### config.mk
export PLATFORM = sky130hd
export DESIGN_NAME = clkfrac_top
export DESIGN_NICKNAME = d
export VERILOG_FILES = /design/src/rtl/clkfrac_pkg.sv /design/src/rtl/clkfrac_regs.sv /design/src/rtl/clkfrac_accum.sv /design/src/rtl/clkfrac_top.sv
export SDC_FILE = /design/constraint.sdc
export NUM_CORES = 1
export LEC_CHECK = 0
export ABC_AREA = 0
export BUFFER_PORTS_ARGS = -buffer_cell sky130_fd_sc_hd__buf_4
export CAP_MARGIN = 40
export CORE_UTILIZATION = 30
export CTS_CLUSTER_DIAMETER = 200
export DETAILED_ROUTE_END_ITERATION = 12
export GPL_ROUTABILITY_DRIVEN = 1
export PLACE_DENSITY_LB_ADDON = 0.15
export SKIP_LAST_GASP = 1
export SLEW_MARGIN = 20
export SYNTH_ARGS = -nofsm -noshare
export SYNTH_HDL_FRONTEND = slang
export SYNTH_SLANG_ARGS = --single-unit
export TNS_END_PERCENT = 50
### constraint.sdc
create_clock -name clk -period 5 [get_ports clk]
set_input_delay 1 -clock clk [delete_from_list [all_inputs] [get_ports clk]]
set_output_delay 1 -clock clk [all_outputs]
set_load 0.02 [all_outputs]
### src/rtl/clkfrac_pkg.sv
package clkfrac_pkg;
  localparam int RATIO_W  = 6;
  localparam int STEP     = 18;
  localparam int RMIN     = 18;
  localparam int RMAX     = 35;
  localparam int BYTE_W   = 8;
  localparam int STOP_BIT = 7;

  function automatic logic ratio_bad(input logic [RATIO_W-1:0] r);
    return (r < RATIO_W'(RMIN)) || (r > RATIO_W'(RMAX));
  endfunction

  function automatic logic [RATIO_W-1:0] ratio_clamp(input logic [RATIO_W-1:0] r);
    if (r < RATIO_W'(RMIN)) return RATIO_W'(RMIN);
    if (r > RATIO_W'(RMAX)) return RATIO_W'(RMAX);
    return r;
  endfunction
endpackage

### src/rtl/clkfrac_regs.sv
module clkfrac_regs
  import clkfrac_pkg::*;
#(
  parameter int NUM_OUT = 4
) (
  input  logic                               clk,
  input  logic                               rst,
  input  logic                               we,
  input  logic [NUM_OUT-1:0]                 be,
  input  logic [NUM_OUT*BYTE_W-1:0]          wdata,
  output logic [NUM_OUT-1:0][RATIO_W-1:0]    ratio_o,
  output logic [NUM_OUT-1:0]                 stop_o,
  output logic [NUM_OUT-1:0]                 err_o,
  output logic [NUM_OUT*BYTE_W-1:0]          rdata
);
  localparam logic [RATIO_W-1:0] RESET_RATIO = RATIO_W'(RMIN);

  for (genvar i = 0; i < NUM_OUT; i++) begin : g_byte
    logic [RATIO_W-1:0] wr_ratio;
    assign wr_ratio = wdata[i*BYTE_W +: RATIO_W];

    always_ff @(posedge clk) begin
      if (rst) begin
        ratio_o[i] <= RESET_RATIO;
        stop_o[i]  <= 1'b1;
        err_o[i]   <= 1'b0;
      end else if (we && be[i]) begin
        ratio_o[i] <= ratio_clamp(wr_ratio);
        stop_o[i]  <= wdata[i*BYTE_W + STOP_BIT];
        err_o[i]   <= ratio_bad(wr_ratio);
      end
    end

    assign rdata[i*BYTE_W +: BYTE_W] = {stop_o[i], 1'b0, ratio_o[i]};
  end
endmodule

### src/rtl/clkfrac_accum.sv
module clkfrac_accum
  import clkfrac_pkg::*;
(
  input  logic               clk,
  input  logic               rst,
  input  logic               stop,
  input  logic [RATIO_W-1:0] ratio_pend,
  output logic               en_o,
  output logic [RATIO_W-1:0] ratio_act_o
);
  localparam int SUM_W = RATIO_W + 1;

  logic [RATIO_W-1:0] phase_q;
  logic [SUM_W-1:0]   sum;
  logic [SUM_W-1:0]   rem;
  logic               wrap;

  // The phase stays below the active ratio and the ratio is at least STEP,
  // so one subtraction per cycle is always enough.
  always_comb begin
    sum  = {1'b0, phase_q} + SUM_W'(STEP);
    wrap = sum >= {1'b0, ratio_act_o};
    rem  = sum - {1'b0, ratio_act_o};
  end

  always_ff @(posedge clk) begin
    if (rst) begin
      phase_q     <= '0;
      ratio_act_o <= RATIO_W'(RMIN);
      en_o        <= 1'b0;
    end else if (stop) begin
      en_o <= 1'b0;
    end else begin
      en_o <= wrap;
      if (wrap) begin
        phase_q     <= rem[RATIO_W-1:0];
        ratio_act_o <= ratio_pend;
      end else begin
        phase_q <= sum[RATIO_W-1:0];
      end
    end
  end
endmodule

### src/rtl/clkfrac_top.sv
module clkfrac_top
  import clkfrac_pkg::*;
#(
  parameter int NUM_OUT = 4
) (
  input  logic                        clk,
  input  logic                        rst,
  input  logic                        cfg_we,
  input  logic [NUM_OUT-1:0]          cfg_be,
  input  logic [NUM_OUT*8-1:0]        cfg_wdata,
  output logic [NUM_OUT*8-1:0]        cfg_rdata,
  output logic [NUM_OUT-1:0]          ref_en,
  output logic [NUM_OUT-1:0]          range_err
);
  logic [NUM_OUT-1:0][RATIO_W-1:0] ratio_w;
  logic [NUM_OUT-1:0][RATIO_W-1:0] act_w;
  logic [NUM_OUT-1:0]              stop_w;

  clkfrac_regs #(.NUM_OUT(NUM_OUT)) u_regs (
    .clk     (clk),
    .rst     (rst),
    .we      (cfg_we),
    .be      (cfg_be),
    .wdata   (cfg_wdata),
    .ratio_o (ratio_w),
    .stop_o  (stop_w),
    .err_o   (range_err),
    .rdata   (cfg_rdata)
  );

  for (genvar i = 0; i < NUM_OUT; i++) begin : g_chan
    clkfrac_accum u_acc (
      .clk         (clk),
      .rst         (rst),
      .stop        (stop_w[i]),
      .ratio_pend  (ratio_w[i]),
      .en_o        (ref_en[i]),
      .ratio_act_o (act_w[i])
    );
  end
endmodule

==> results.py <==
metrics = {
    "timing": {
        "finalCritPeriodShare_pct": 54.4,
        "max_freq_mhz": 367,
        "rsz0062_at_grt": "no",
        "final.setup.tns_ns": 0,
        "setup_ws_ns": 2.28,
        "worst_pin_slew_ns": 0.619,
        "fin_crit_ns": 2.72,
        "setup_viol": 0,
        "hold_slack_ns": 0.474,
        "skew_ns": 0.00801,
        "finalHoldViolCount": 0,
        "relSlewSlack_pct": 58.7,
        "drv_slew": 0,
    },
    "setup_path": {
        "crit_family": "compound AO/OA/AOI/OAI gates",
        "crit_buf_inv": 0,
        "crit_type": "reg -> reg",
        "cp_slowest_stage_delay_ns": 0.44,
        "cp-start-kind": "register",
        "slowest_stage": "a31o_1",
        "reg2reg_slack_ns": 2.28,
        "critical_path_required_ns": 5.23,
        "cpMostUsedCell": "ha_1",
        "rr_startpoint": "g_chan[1].u_acc.phase_q[1]",
        "crit_fanout": 9,
        "rr_worst_depth": 8,
        "critPathArrivalTime_ns": 2.95,
        "endpoint_kind": "register",
        "cp_cell_sequence": "ha_1 > xor2_1 > ha_1 > a21o_1 > a21oi_1 > a31o_1 > a21oi_4 > mux2_1",
        "worstReg2RegEnd": "g_chan[1].u_acc.phase_q[0]",
    },
    "place": {
        "dp_hpwl_mm": 8.78,
        "portBuffers": 70,
        "routabilityCongestion": 0.804,
        "dp_slack_ns": 2.25,
    },
    "finish": {
        "syn2layout_area_growth_pct": 19.2,
        "antennaDiodeCount": 0,
        "fin_util_pct": 36.6,
        "drive_gt1_share_pct": 16.8,
        "fin_nets": 708,
    },
    "grt": {
        "grt_first_pass_wirelength_mm": 20.1,
        "grt_pass1_vias": 4116,
        "antenna_found_initial": 0,
        "grt.total_usage_pct": 14.1,
        "grt_overflow": 0,
        "grt_max_degree": 93,
    },
    "power": {
        "power.leakage_nw": 2.39,
        "swShare_pct": 36.4,
        "seqPwrFrac_pct": 31.4,
        "power_frac_clock_pct": 28.8,
        "p_comb_share_pct": 39.8,
        "power.density_nw_per_um2": 412,
        "internal_power_mw": 1.59,
        "peakVddDrop_uv": 165,
        "p_sw_uw": 912,
    },
    "logic_synthesis": {
        "synth.area.top_cells": "dfxtp_1, ha_1, nor2_1, mux2i_1, a21oi_1",
        "syn_area_sq_um": 5090,
        "synth_top_cell_area_share_pct": 33.0,
        "avgSynthCellArea_sq_um": 8.64,
        "synthFlopType": "dfxtp_1",
        "ys_seq_area_share_pct": 33.0,
        "yosys_warnings": 0,
        "yosysTopAreaCell": "dfxtp_1",
        "synth_edf_count": 0,
        "synth_seq_cells": 84,
        "yosysUniqueCellTypes": 60,
        "synthArstFlopShare_pct": 0,
        "syn-instance-count": 589,
    },
    "routing": {
        "vias": 4266,
        "routedWlPerCell_microns": 13.8,
        "drt_iter0_drc": 198,
        "routed_wl_mm": 11.9,
        "ant_nets": 0,
        "drtPass1Iterations": 5,
        "drcViolationCount": 0,
        "via_per_inst": 4.95,
    },
    "clocking": {
        "tritoncts": "yes",
        "clock-sinks": 84,
        "cts_buffer_depth": 2,
        "cts_resized": 0,
        "numCtsBuffers": 9,
        "clkLatencyLatePin_ns": 0.35,
        "htree_levels": 3,
        "clock-root-buffer": "clkbuf_16",
        "post-cts-setup-buffers": 0,
        "cts_hold_buf": 0,
        "path_clk_slew_ns": 0.06,
    },
    "die": {
        "io_pins": 79,
        "die_area_sq_um": 17500,
        "core_sq_um": 16600,
        "die_w_microns": 132,
        "die-height_microns": 132,
        "start_util_pct": 30.7,
        "rows": 47,
    },
    "run_status": {
        "status": "completed",
    },
    "worst_hold_path": {
        "hold-path-cell-count": 2,
        "min_path_type": "reg -> reg",
        "hp-start": "g_chan[1].u_acc.ratio_act_o[5]",
        "min_to": "g_chan[1].u_acc.ratio_act_o[5]",
    },
    "flow_run": {
        "maxCapViolCount": 0,
    },
}
[tightest hold or removal path, cell delays in order (launching register included)]
cell and delay, ns:
dfxtp_1 0.30, nand2b_1 0.07, mux2i_1 0.06
[cells in the mapped netlist, types with 9 or more instances]
library cell,instances
nor3b_1,9
o21bai_1,9
mux2i_1,22
nor3_1,12
ha_1,28
xor2_1,16
a31oi_1,12
nand2b_1,26
and3_1,9
a21oi_1,42
inv_1,40
nor2_1,64
o22ai_1,10
clkbuf_1,23
a31o_1,9
dfxtp_1,84
nand3_1,15
buf_4,12
nand2_1,23
[power by group through the flow]
stage	combinational, mW	clock [mW]	sequential, mW
after floorplan	0.805	0	0.788
after global placement	0.974	0	0.798
after detailed placement	0.986	0	0.800
after CTS	0.991	0.752	0.786
after global routing	1.09	0.779	0.795
final	0.996	0.720	0.786
[metal layers]
layer	share of wire [%]	vias up	GRT usage (%)
li1	-	2179	-
met1	49	1999	17.9
met2	46	73	22.7
met3	3.1	15	3.00
met4	1.9	0	6.77
met5	0	-	0
[cells by family after synthesis]
family | synth area share [%]
other | 0.0737
XOR/XNOR | 4.13
AO/OA/AOI/OAI | 22.4
AND/OR/NAND/NOR | 19.9
flip-flops | 33.0
adder cells (fa/ha/maj) | 8.46
buffers and inverters | 6.78
multiplexers | 5.21
[layout make-up]
cell class | count | area, sq um
Fill cell | 1708 | 10500
Multi-Input combinational cell | 429 | 3070
Sequential cell | 84 | 1680
Timing Repair Buffer | 73 | 568
Tap cell | 220 | 275
Clock buffer | 12 | 246
Inverter | 40 | 150
Clock inverter | 4 | 72.6
[worst max path at each step]
stage	start	to	slack, ns	cells past startpoint
global placement	g_chan[1].u_acc.phase_q[1]	g_chan[1].u_acc.phase_q[0]	2.32	8
finish	g_chan[1].u_acc.phase_q[1]	g_chan[1].u_acc.phase_q[0]	2.28	8
detailed placement	g_chan[1].u_acc.phase_q[1]	g_chan[1].u_acc.phase_q[0]	2.25	8
global route	g_chan[1].u_acc.phase_q[1]	g_chan[1].u_acc.phase_q[0]	2.10	8
floorplan	g_chan[0].u_acc.phase_q[3]	g_chan[0].u_acc.phase_q[0]	2.48	10
CTS	g_chan[1].u_acc.phase_q[1]	g_chan[1].u_acc.phase_q[0]	2.23	8
[registers in the layout, summed over array words and instances (netlist names)]
| register | count |
|---|---|
| g_chan.u_acc.en_o | 4 |
| u_regs.rdata | 4 |
| u_regs.ratio_o | 24 |
| g_chan.u_acc.ratio_act_o | 24 |
| g_chan.u_acc.phase_q | 24 |
| u_regs.err_o | 4 |
[metrics by stage]
step	power [mW]	area (sq um)	cells
finish	2.50	6070	862
global route	2.66	6070	862
CTS	2.53	6030	860
detailed placement	1.79	5710	844
global placement	1.77	5710	844
floorplan	1.59	5100	592
[layout by cell type, fill, tap and decap left out, types with 3 or more instances in the layout]
master     count
a211o_1        7
a211oi_1       5
a21o_1         7
a21oi_1       42
a21oi_4        4
a22oi_1        8
a31o_1         9
a31oi_1       12
a41oi_1        3
and2_1         4
and3_1         9
buf_4         71
clkbuf_16      9
conb_1         4
dfxtp_1       84
fa_1           4
ha_1          28
inv_1         40
mux2_1         4
mux2i_1       22
nand2_1       23
nand2b_1      26
nand3_1       15
nand3b_1       7
nand4_1        3
nor2_1        64
nor2b_1        8
nor3_1        12
nor3b_1        9
nor4b_1        3
o21ai_1        4
o21bai_1       9
o22ai_1       10
o311ai_0       4
o311ai_1       8
or2_2          3
xnor2_1        8
xor2_1        16
No activity file was read; power rests on OpenSTA's default activity.
